[src/rtl/chan_alloc.sv]
`timescale 1ns/1ps
module chan_alloc #(
  parameter int NREQ = 32,
  parameter int NENG = 3
) (
  input  logic                                   clk,
  input  logic                                   rst_n,
  input  logic                                   req_valid,
  output logic                                   req_ready,
  input  logic                                   req_op,
  input  logic [$clog2(NREQ)-1:0]                req_id,
  input  logic [NENG-1:0]                        eng_en,
  input  logic [NENG-1:0]                        eng_idle,
  output logic                                   rsp_valid,
  output logic                                   rsp_err,
  output logic [(NENG > 1 ? $clog2(NENG) : 1)-1:0] rsp_eng,
  output logic [NENG-1:0]                        eng_init,
  output logic [NENG-1:0]                        eng_flush,
  output logic [NENG-1:0]                        eng_stop,
  output logic [NENG-1:0]                        eng_irq_en
);
  localparam int IDW = $clog2(NREQ);
  localparam int EW  = NENG > 1 ? $clog2(NENG) : 1;
  localparam int CW  = $clog2(NREQ + 1);

  logic [NREQ-1:0]          map_v;
  logic [NREQ-1:0][EW-1:0]  map_e;
  logic [NENG-1:0][CW-1:0]  cnt;
  logic                     waiting;
  logic [EW-1:0]            wait_e;

  logic          best_ok;
  logic [EW-1:0] best_e;
  logic [CW-1:0] best_c;

  wire           acc   = req_valid && req_ready;
  wire           cur_v = map_v[req_id];
  wire [EW-1:0]  cur_e = map_e[req_id];

  assign req_ready = !waiting;

  always_comb begin
    best_ok = 1'b0;
    best_e  = '0;
    best_c  = '0;
    for (int e = 0; e < NENG; e++) begin
      if (eng_en[e] && (!best_ok || cnt[e] < best_c)) begin
        best_ok = 1'b1;
        best_e  = EW'(e);
        best_c  = cnt[e];
      end
    end
  end

  always_ff @(posedge clk) begin
    if (!rst_n) begin
      map_v      <= '0;
      map_e      <= '0;
      cnt        <= '0;
      waiting    <= 1'b0;
      wait_e     <= '0;
      rsp_valid  <= 1'b0;
      rsp_err    <= 1'b0;
      rsp_eng    <= '0;
      eng_init   <= '0;
      eng_flush  <= '0;
      eng_stop   <= '0;
      eng_irq_en <= '0;
    end else begin
      rsp_valid <= 1'b0;
      eng_init  <= '0;
      eng_flush <= '0;
      eng_stop  <= '0;
      if (waiting && eng_idle[wait_e]) begin
        waiting            <= 1'b0;
        eng_stop[wait_e]   <= 1'b1;
        eng_irq_en[wait_e] <= 1'b0;
      end
      if (acc) begin
        rsp_valid <= 1'b1;
        rsp_err   <= 1'b1;
        rsp_eng   <= '0;
        if (!req_op) begin
          if (!cur_v && best_ok) begin
            rsp_err        <= 1'b0;
            rsp_eng        <= best_e;
            map_v[req_id]  <= 1'b1;
            map_e[req_id]  <= best_e;
            if (cnt[best_e] == '0) begin
              cnt[best_e]        <= CW'(1);
              eng_init[best_e]   <= 1'b1;
              eng_irq_en[best_e] <= 1'b1;
            end else begin
              cnt[best_e] <= cnt[best_e] + CW'(1);
            end
          end
        end else if (cur_v) begin
          rsp_err       <= 1'b0;
          rsp_eng       <= cur_e;
          map_v[req_id] <= 1'b0;
          cnt[cur_e]    <= cnt[cur_e] - CW'(1);
          if (cnt[cur_e] == CW'(1)) begin
            eng_flush[cur_e] <= 1'b1;
            waiting          <= 1'b1;
            wait_e           <= cur_e;
          end
        end
      end
    end
  end

  logic unused_idw;
  assign unused_idw = ^IDW;
endmodule

[config.mk]
export PLATFORM = sky130hd
export DESIGN_NAME = chan_alloc
export DESIGN_NICKNAME = d
export VERILOG_FILES = /design/src/rtl/chan_alloc.sv
export SDC_FILE = /design/constraint.sdc
export NUM_CORES = 1
export LEC_CHECK = 0
export CAP_MARGIN = 15
export CELL_PAD_IN_SITES_DETAIL_PLACEMENT = 1
export CELL_PAD_IN_SITES_GLOBAL_PLACEMENT = 1
export CORE_ASPECT_RATIO = 1.75
export CORE_MARGIN = 2
export CORE_UTILIZATION = 30
export DETAILED_ROUTE_END_ITERATION = 8
export DONT_BUFFER_PORTS = 1
export PLACE_DENSITY = 0.53
export SYNTH_ARGS = -nofsm -noshare
export SYNTH_HDL_FRONTEND = slang
export SYNTH_SLANG_ARGS = --single-unit
[constraint.sdc]
create_clock -name clk -period 13.1 [get_ports clk]
set_clock_uncertainty 0.15 [all_clocks]
set_input_delay 2.62 -clock clk [delete_from_list [all_inputs] [get_ports clk]]
set_output_delay 2.62 -clock clk [all_outputs]
set_load 0.1 [all_outputs]
## Word level (Yosys, flattened, before mapping)

Cells that the tools add are included.

- Flip-flop bits (word level): 133
- Latch bits: 0
- Bits in writable memories: 0
- Memory bits (read-only): 0
- Bits of input ports: 15
- Output and inout bits: 17
- Logic and storage cells: 155
- Memories kept: 0

- Add/subtract/negate cells: 2
- Multipliers: 0
- Divide/modulo/power cells: 0
- Magnitude comparators: 10
- Equality and inequality tests: 2
- Shifts and indexed selects: 0
- Multiplexer cells: 59
- Bitwise logic cells: 14
- Reduce and logical (&&, ||, !) cells: 23

Operators by type and width:

| operator | count |
|---|---|
| 2-to-1 mux 32 bit | 3 |
| 2-to-1 mux 18 bit | 4 |
| bitwise mux 64 bit | 1 |
| bitwise mux 18 bit | 2 |
| 2-to-1 mux 6 bit | 6 |
| bitwise AND 32 bit | 1 |
| inverter 32 bit | 1 |
| OR 32 bit | 1 |
| binary-select mux 6 bit (select 2 bit) | 2 |
| demux 6 bit (select 2 bit) | 2 |
| 2-to-1 mux 1 bit | 19 |
| 2-to-1 mux 3 bit | 6 |
| bitwise AND 15 bit | 1 |
| inverter 15 bit | 1 |
| < comparator 6 bit | 2 |
| 2-to-1 mux 2 bit | 6 |
| binary-select mux 2 bit (select 5 bit) | 1 |
| demux 2 bit (select 5 bit) | 1 |
| logical AND 1 bit | 9 |
| < comparator 2 x 3 -> 1 bit (second input constant) | 3 |
| adder 6 x 1 -> 6 bit (second input constant) | 1 |
| demux 1 bit (select 2 bit) | 3 |
| == test 6 x 1 -> 1 bit (second input constant) | 1 |
| greater-or-equal comparator 2 x 1 -> 1 bit (second input constant) | 3 |
| other kinds (20) | 30 |

## Logic depth before layout (Yosys ltp)

Gate-level depths: netlist of the first run.

- Depth after elaboration: 18
- Mapped depth: 30
- Depth with buffers taken out: 25

## Worst setup path before layout of the first run

Ideal clock, no wire load.

- Path type: input -> register
- Start: input eng_en[0]
- End: register cnt[1] (netlist bit)
- Library setup time: 0.060 ns
- Arrival time: 8.436 ns
- Required time: 12.890 ns
- Setup slack: 4.455 ns
- Stages: 29
- Buffers on the path: 5
- Cells stage by stage: clkbuf_1 -> nand2_1 -> ha_1 -> a21o_1 -> a21oi_1 -> o21ai_0 -> a31oi_1 -> clkbuf_1 -> buf_1 -> nor2_1 -> a21oi_1 -> ha_1 -> a21o_1 -> a21o_1 -> a21o_1 -> o31ai_1 -> clkbuf_1 -> buf_1 -> nand2_1 -> o21ai_0 -> inv_1 -> ha_1 -> nand3_1 -> mux2_2 -> nor3b_1 -> nor2b_1 -> a32oi_1 -> o21ai_0 -> and2_1

- Word-level cells in the longest chain between the ends: 18
- Elaborated cells between the ends (all ways): 33
- Classes of those cells: add/sub (1); order compare (4); mux (15); bitwise (2); reduce/logical (11)

RTL lines:

| what | RTL line | RTL |
|---|---|---|
| start: declaration | 12 | `input logic [NENG-1:0] eng_en,` |
| parallel branches: the longest is 18 deep, another holds < comparator 6 bit | - |  |
| end signal: indexed assignment | 94 | `cnt[best_e] <= cnt[best_e] + CW'(1);` |
| end signal: indexed assignment | 101 | `cnt[cur_e] <= cnt[cur_e] - CW'(1);` |
| end: declaration | 28 | `logic [NENG-1:0][CW-1:0] cnt;` |

Parallel ways; which one is timed is not known. The select of a mux whose other input is x is not followed.
A chain may end at the register's enable or synchronous reset.

## Worst setup path in the final report of the first run

Ends and elaborated chain as after synthesis.

==> flow_summary.json, run 1 <==
{
  "syn_nets": 896,
  "critPathLaunchType": "primary input",
  "yosys.area.top_type_share_pct": 37.4,
  "cts_setup_buffers": 0,
  "synth_mux_area_share_pct": 10.3,
  "ctsResizeCount": 0,
  "path_class": "primary input to register",
  "synth_xor_area_share_pct": 1.60,
  "rr_startpoint": "cnt[3]$_SDFFE_PN0P_",
  "drt_iter0_drc": 253,
  "viasPerCell": 5.59,
  "cts_tree": "done",
  "crit_required_ns": 13.33,
  "rrSetupSlack_ns": 6.74,
  "start_util_pct": 30.5,
  "ys_dominant_reg_cell": "dfxtp_1",
  "wirelength_um": 24200,
  "rsz0062_at_grt": "false",
  "drive_above_1_share_pct": 11.8,
  "cts_made_buffers": 17,
  "ir_drop_v": 0.0000811,
  "min_period_ns": 7.94,
  "p_leak_uw": 0.00262,
  "r2r_cells": 27,
  "grtUsageTotal_pct": 19.7,
  "cts_root_buffer": "clkbuf_16",
  "hold_viol": 0,
  "ant_nets": 0,
  "multi_input_area_um2": 4080,
  "worst_pin_slew_ns": 1.02,
  "instances_no_fill": 1137,
  "synthAdderAreaFrac_pct": 2.46,
  "routed-via-count": 6355,
  "fmax_ghz": 0.126,
  "avgRoutedWirePerCell_um": 21.3,
  "die_w_um": 120,
  "clockBufferDepth": 2,
  "syn_to_final_growth_pct": 10.2,
  "yosysWarnings": 0,
  "syn_inst": 867,
  "hpwl_um": 16800,
  "fin_nets": 849,
  "async_flop_share_pct": 0,
  "p_per_area_nw_per_um2": 125,
  "crit_arrival_ns": 8.16,
  "clk_latency_ns": 0.43,
  "dp.cells": 1105,
  "cp_max_fo": 51,
  "post-place-ws_ns": 4.75,
  "p_total_uw": 978,
  "synth_area_um2": 7120,
  "hold_class": "register to register",
  "ys_seq_area_share_pct": 37.4,
  "synth_compound_area_share_pct": 23.6,
  "setup_violations": 0,
  "synth.area.top_cells": "dfxtp_1 37%, mux2i_1 7.2%, nor2_1 5.5%",
  "dieHeight_um": 208,
  "gp_congestion": 0.821,
  "clk_pin_slew_worst_paths_ns": 0.06,
  "relSlewSlack_pct": 31.8,
  "synth_top_family_by_area": "compound AO/OA/AOI/OAI gates",
  "syn_avg_cell_area_um2": 8.21,
  "yosysUniqueCellTypes": 63,
  "grt_pass1_wl_um": 38100,
  "reg2reg_to": "cnt[1]$_SDFFE_PN0P_",
  "synth_area_leader_cell": "dfxtp_1",
  "hold_depth": 2,
  "synth_seq_cells": 133,
  "coreArea_um2": 23300,
  "end_kind": "register",
  "antenna_cells": 0,
  "grt_pass1_vias": 6770,
  "slew_violations": 0,
  "status": "finished, final reports clean",
  "htree_levels": 4,
  "antenna_found_initial": 0,
  "fin_setup_tns_ns": 0,
  "fillers": 2781,
  "worstHoldStart": "map_e[51]$_SDFFE_PN0P_",
  "grt_max_degree": 81,
  "crit_path_start": "eng_en[0]",
  "clock_sinks": 133,
  "grt_remaining_overflow": 0,
  "first_pass_iters": 4,
  "finalCritPeriodShare_pct": 60.6,
  "drc": 0,
  "ios": 32,
  "holdPathEnd": "map_e[51]$_SDFFE_PN0P_",
  "die_area_um2": 25000,
  "maxCapViolations": 0,
  "regArea_um2": 2660,
  "core.rowCount": 74,
  "holdBufCountCts": 0,
  "synthSimpleGateAreaFrac_pct": 19.1,
  "setup_slack_ns": 5.16,
  "synth_edf_count": 0,
  "port_buffers": 0
}
==> cell type report <==
cell class / count / share of cell area, %
flip-flops and latches: 133 / 33.9
multi-input cells: 639 / 52.0
clock buffers: 23 / 5.96
clock inverters: 9 / 1.31
well taps: 304 / 4.85
inverters: 18 / 0.861
repair buffers: 11 / 1.05
==> power breakdown <==
group	internal (µW)	total, µW	switching, µW	leakage, µW
combinational	26.3	83.2	56.9	0.00128
clock	288	470	182	0.000273
sequential	408	424	15.6	0.00107
==> worst max-delay path, cell delays in order <==
cell and delay [ns]:
nand2_1 0.06, ha_1 0.32, a21o_1 0.16, a21oi_1 0.12
o21ai_0 0.17, a31oi_2 0.21, buf_4 0.30, nor2_1 0.09
a21oi_1 0.13, ha_1 0.26, a21o_1 0.16, a21o_1 0.19
a211oi_1 0.21, o21ai_0 0.18, o31ai_4 0.09, buf_4 0.53
nand2_1 0.10, o21ai_0 0.13, inv_1 0.07, ha_1 0.23
nand3_1 0.07, mux2_2 0.15, nor3b_1 0.82, nor2b_1 0.36
a32oi_1 0.09, o21ai_0 0.16, and2_1 0.14
==> metal layers <==
metal	GRT usage, %	wire (µm)	up-vias
met4	10.8	1220	0
met3	3.85	559	56
met5	0	0	-
met2	36.8	13300	91
li1	-	-	3019
met1	20.1	9130	3189
==> worst max-delay path by stage <==
stage | cells after the start | slack [ns] | endpoint
floorplan | 29 | 4.45 | cnt[1]$_SDFFE_PN0P_
finish | 27 | 5.16 | cnt[1]$_SDFFE_PN0P_
detailed placement | 27 | 4.75 | cnt[1]$_SDFFE_PN0P_
global route | 27 | 4.69 | cnt[1]$_SDFFE_PN0P_
global placement | 26 | 4.90 | cnt[9]$_SDFFE_PN0P_
CTS | 27 | 5.18 | cnt[1]$_SDFFE_PN0P_
==> cell families after synthesis <==
group / count (synthesis)
and+or+nand+nor: 292
AOI/OAI and AO/OA: 258
DFF: 133
buffers and inverters: 95
muxes: 62
adders and majority gates: 14
xor gates and xnor gates: 13
==> metrics by stage <==
step	util [%]	hold slack [ns]	cell area, µm²
after floorplan	-	0.303	7120
after global placement	31.2	0.309	7270
after detailed placement	31.2	0.321	7270
after CTS	33.6	0.327	7850
after global routing	33.6	0.353	7850
final	33.6	0.326	7850
==> synthesized netlist by cell type, types with 3 or more instances <==
master     instances
o31ai_1            3
nor3_1             9
nor2b_1           12
and2_1             5
mux2i_1           51
a211oi_1           3
nor2_1           104
a21o_1             4
o22ai_1           24
buf_2              8
clkbuf_1          57
a32o_1             3
buf_1              6
or3b_1             3
a2bb2oi_1          4
o21ai_1            3
nand3_1           25
xnor2_1            8
buf_4              5
nand2b_1           3
nand3b_1           6
a31o_2             4
a221oi_1           3
xor2_1             5
mux4_2             8
inv_1             17
dfxtp_1          133
nand2_1           96
and3_1             8
a21oi_1           77
o21ai_0           74
o21a_1             4
ha_1              14
o221a_2           31
a22oi_1            5
nor4_1             4
==> layout by cell type, fill, tap and decap left out, types with 5 or more instances in the layout <==
cell type  instances
dfxtp_1          133
nor2_1           104
nand2_1           96
a21oi_1           77
o21ai_0           74
mux2i_1           51
o221a_2           31
nand3_1           25
o22ai_1           24
inv_1             17
clkbuf_16         17
ha_1              14
nor2b_1           12
buf_4             11
nor3_1             9
mux4_2             8
and3_1             8
xnor2_1            8
nand3b_1           6
a22oi_1            5
and2_1             5
xor2_1             5
(Power assumes the default switching activity.)
==> inputs of run 2 (changes only) <==
==> constraint.sdc (replaced) <==
create_clock -name clk -period 7.8 [get_ports clk]
set_clock_uncertainty 0.15 [all_clocks]
set_input_delay 1.56 -clock clk [delete_from_list [all_inputs] [get_ports clk]]
set_output_delay 1.56 -clock clk [all_outputs]
set_load 0.1 [all_outputs]
==> flow_summary.json, run 2 (synthesis gave the netlist of run 1 again) <==
{
  "status": "finished, final reports clean",
  "fin_nets": 846,
  "end_kind": "register",
  "fmax_ghz": 0.146,
  "clk_pin_slew_worst_paths_ns": 0.06,
  "crit_required_ns": 8.02,
  "path_class": "primary input to register",
  "finalCritPeriodShare_pct": 87.7,
  "dieHeight_um": 208,
  "layout_common_cells": "133 x dfxtp_1, 104 x nor2_1, 96 x nand2_1",
  "grt_pass1_wl_um": 39400,
  "rsz0062_at_grt": "false",
  "fillers": 2781,
  "p_leak_uw": 0.00264,
  "routed-via-count": 6363,
  "rr_startpoint": "cnt[3]$_SDFFE_PN0P_",
  "ios": 32,
  "ir_drop_v": 0.000131,
  "crit_path_start": "eng_en[0]",
  "slew_violations": 0,
  "first_pass_iters": 7,
  "hold_viol": 0,
  "grt_remaining_overflow": 0,
  "gp_congestion": 0.826,
  "avgRoutedWirePerCell_um": 22.1,
  "clockBufferDepth": 2,
  "crit_arrival_ns": 7.06,
  "cts_tree": "done",
  "viasPerCell": 5.61,
  "relSlewSlack_pct": 27.3,
  "die_area_um2": 25000,
  "setup_violations": 0,
  "ant_nets": 0,
  "cts_root_buffer": "clkbuf_16",
  "grt_max_degree": 57,
  "min_period_ns": 6.84,
  "antenna_cells": 0,
  "syn_to_final_growth_pct": 11.1,
  "htree_levels": 4,
  "hold_depth": 2,
  "drive_above_1_share_pct": 11.9,
  "final_common_cell": "dfxtp_1",
  "start_util_pct": 30.5,
  "port_buffers": 0,
  "crit_path_end": "cnt[1]$_SDFFE_PN0P_",
  "hpwl_um": 17800,
  "cts_setup_buffers": 0,
  "coreArea_um2": 23300,
  "grt_pass1_vias": 6929,
  "worstHoldStart": "map_e[13]$_SDFFE_PN0P_",
  "cp_max_fo": 20,
  "fin_setup_tns_ns": 0,
  "reg2reg_to": "cnt[1]$_SDFFE_PN0P_",
  "hold_class": "register to register",
  "antenna_found_initial": 0,
  "holdBufCountCts": 0,
  "drc": 0,
  "grtUsageTotal_pct": 20.4,
  "p_per_area_nw_per_um2": 221,
  "drt_iter0_drc": 294,
  "maxCapViolations": 0,
  "cts_made_buffers": 17,
  "rrSetupSlack_ns": 1.55,
  "clk_latency_ns": 0.42,
  "core.rowCount": 74,
  "dp.cells": 1102,
  "instances_no_fill": 1134,
  "die_w_um": 120,
  "critPathLaunchType": "primary input",
  "r2r_cells": 24,
  "clock_sinks": 133,
  "ctsResizeCount": 0,
  "worst_pin_slew_ns": 1.09,
  "wirelength_um": 25000
}
run 2: how the worst min path moves through the flow:
stage	endpoint	slack (ns)
floorplan	map_e[32]$_SDFFE_PN0P_	0.30
global placement	map_e[29]$_SDFFE_PN0P_	0.31
detailed placement	map_e[59]$_SDFFE_PN0P_	0.32
CTS	map_e[59]$_SDFFE_PN0P_	0.33
global route	map_e[59]$_SDFFE_PN0P_	0.35
finish	map_e[13]$_SDFFE_PN0P_	0.33
run 2: layout make-up:
class	instances	area, µm²	share of cell area [%]
clock buffers	21	480	6.08
well taps	304	380	4.81
inverters	18	67.6	0.855
repair buffers	8	60.1	0.760
clock inverters	11	171	2.17
multi-input cells	639	4080	51.6
flip-flops and latches	133	2660	33.7
run 2: metal layers:
layer	track usage (%)	routed length, µm
met5	0	0
met4	8.38	816
met3	3.52	578
met2	40.6	14500
met1	20.0	9160
run 2: per-stage QoR:
step	util (%)	cell area (µm²)	power (µW)	hold slack, ns	worst slack [ns]
2_1_floorplan	-	7120	837	0.303	0.215
5_1_grt	33.9	7900	1800	0.352	0.577
6_report	33.9	7900	1740	0.330	0.962
4_1_cts	33.9	7900	1760	0.328	1.07
3_5_place_dp	31.1	7250	868	0.320	0.646
3_3_place_gp	31.1	7250	865	0.309	0.929
run 2: where the power goes:
| part | switching (µW) | internal [µW] |
|---|---|---|
| registers | 25.7 | 686 |
| clock network | 322 | 570 |
| logic | 97.9 | 43.5 |
run 2: critical path, cell delays in order:
cell	delay [ns]
nand2_1	0.06
ha_1	0.31
a21o_1	0.16
a21oi_1	0.13
o21ai_0	0.17
a31oi_2	0.33
buf_4	0.32
a21oi_1	0.12
ha_1	0.22
a21o_1	0.17
a21o_1	0.19
a21o_1	0.22
o31ai_4	0.65
nand2_1	0.13
o21ai_0	0.13
inv_1	0.08
ha_1	0.22
nand3_1	0.08
mux2_2	0.15
nor3b_1	0.87
nor2b_1	0.38
a32oi_1	0.12
o21ai_0	0.15
and2_1	0.13
==> inputs of run 3 (changes only) <==
==> constraint.sdc (replaced) <==
create_clock -name clk -period 8 [get_ports clk]
set_clock_uncertainty 0.15 [all_clocks]
set_input_delay 1.6 -clock clk [delete_from_list [all_inputs] [get_ports clk]]
set_output_delay 1.6 -clock clk [all_outputs]
set_load 0.1 [all_outputs]
==> flow_summary.json, run 3 (synthesis gave the netlist of run 1 again) <==
{
  "drc": 0,
  "grt_pass1_wl_um": 39200,
  "post-place-ws_ns": 0.765,
  "clock_sinks": 133,
  "grt_pass1_vias": 6816,
  "ios": 32,
  "cp_max_fo": 20,
  "min_period_ns": 6.88,
  "start_util_pct": 30.5,
  "p_leak_uw": 0.00266,
  "dp.cells": 1102,
  "setup_slack_ns": 1.12,
  "rrSetupSlack_ns": 1.72,
  "fmax_ghz": 0.145,
  "cp_cell_sequence": "nand2_1, ha_1, a21o_1, a21oi_1, o21ai_0, a31oi_2, buf_4, a21oi_1, ha_1, a21o_1, a21o_1, a21o_1, o31ai_4, nand2_1, o21ai_0, inv_1, ha_1, nand3_1, mux2_2, nor3b_1, nor2b_1, a32oi_1, o21ai_0, and2_1",
  "clk_pin_slew_worst_paths_ns": 0.06,
  "core.rowCount": 74,
  "fin_area_um2": 7920,
  "ctsResizeCount": 0,
  "rsz0062_at_grt": "false",
  "crit_slowest_cell": "nor3b_1",
  "ant_nets": 0,
  "path_common_cell": "a21o_1",
  "viasPerCell": 5.64,
  "ir_drop_v": 0.000120,
  "cts_root_buffer": "clkbuf_16",
  "avgRoutedWirePerCell_um": 22.0,
  "antenna_found_initial": 0,
  "antenna_cells": 0,
  "hold_class": "register to register",
  "fin_setup_tns_ns": 0,
  "crit_arrival_ns": 7.11,
  "final_common_cell": "dfxtp_1",
  "drive_above_1_share_pct": 11.8,
  "clk_latency_ns": 0.43,
  "status": "finished, final reports clean",
  "hpwl_um": 17700,
  "fin_nets": 846,
  "cp_slowest_stage_delay_ns": 0.82,
  "p_per_area_nw_per_um2": 219,
  "cts_tree": "done",
  "syn_to_final_growth_pct": 11.3,
  "layout_common_cells": "133 x dfxtp_1, 104 x nor2_1, 96 x nand2_1",
  "hold_viol": 0,
  "finalCritPeriodShare_pct": 86.0,
  "fillers": 2761,
  "slew_violations": 0,
  "cts_setup_buffers": 0,
  "setup_violations": 0,
  "cts_made_buffers": 17,
  "path_class": "primary input to register",
  "end_kind": "register",
  "worst_pin_slew_ns": 1.02,
  "port_buffers": 0,
  "holdBufCountCts": 0,
  "wirelength_um": 24900,
  "grtUsageTotal_pct": 20.3,
  "routed-via-count": 6394,
  "critPathLaunchType": "primary input",
  "maxCapViolations": 0,
  "die_w_um": 120,
  "coreArea_um2": 23300,
  "dieHeight_um": 208,
  "drt_iter0_drc": 274,
  "clockBufferDepth": 2,
  "holdWs_ns": 0.328,
  "placed_area_um2": 7250,
  "htree_levels": 4,
  "instances_no_fill": 1133,
  "crit_required_ns": 8.23,
  "grt_max_degree": 57,
  "gp_congestion": 0.841,
  "relSlewSlack_pct": 31.8,
  "die_area_um2": 25000,
  "first_pass_iters": 4,
  "grt_remaining_overflow": 0
}
## run 3: cell types whose count changed in the layout (fill, tap and decap cells not counted), sizes merged
cell      previous run  this run
clkinv               1         4
bufinv               4         6
inv                 19        18
clkinvlp             5         3
clkbuf              21        18
## run 3: critical path: cells and delay by family
kind / cells / cell delay, ns
multiplexers: 1 / 0.15
AO/OA/AOI/OAI: 12 / 2.59
AND/OR/NAND/NOR: 6 / 1.60
adder cells (fa/ha/maj): 3 / 0.75
buffers and inverters: 2 / 0.41
## run 3: stage by stage
stage	total power, µW	utilization, %
floorplan	816	-
global placement	843	31.1
detailed placement	846	31.1
CTS	1750	34.0
global route	1790	34.0
finish	1730	34.0
## run 3: cell type report
class                   instances  area, µm²  share of cell area, %
clock buffers                  18        439                   5.54
flip-flops and latches        133       2660                   33.6
repair buffers                  8       60.1                  0.758
multi-input cells             639       4080                   51.5
well taps                     304        380                   4.80
clock inverters                13        230                   2.91
inverters                      18       67.6                  0.853
## run 3: path summary, 6_finish.rpt
| check | startpoint | endpoint | depth (start not counted) |
|---|---|---|---|
| hold reg to reg | map_e[14]$_SDFFE_PN0P_ | map_e[14]$_SDFFE_PN0P_ | 2 |
| setup / recovery | eng_en[0] | cnt[1]$_SDFFE_PN0P_ | 24 |
| setup reg to reg | cnt[3]$_SDFFE_PN0P_ | cnt[1]$_SDFFE_PN0P_ | 24 |
| hold / removal | map_e[14]$_SDFFE_PN0P_ | map_e[14]$_SDFFE_PN0P_ | 2 |
## run 3: routing by layer
| metal | part of all wire (%) | track usage (%) | routed length (µm) | up-vias |
|---|---|---|---|---|
| met3 | 2.6 | 3.63 | 647 | 45 |
| met1 | 37 | 20.2 | 9280 | 3222 |
| met5 | 0 | 0 | 0 | - |
| li1 | - | - | - | 3011 |
| met4 | 3.5 | 9.50 | 883 | 0 |
| met2 | 57 | 39.5 | 14100 | 116 |
## run 3: where the power goes
part | internal (µW) | leakage [µW] | total, µW | switching (µW)
Sequential | 669 | 0.00107 | 694 | 25.0
Combinational | 42.4 | 0.00127 | 138 | 95.9
Clock | 590 | 0.000318 | 902 | 311
Total | 1300 | 0.00266 | 1730 | 432
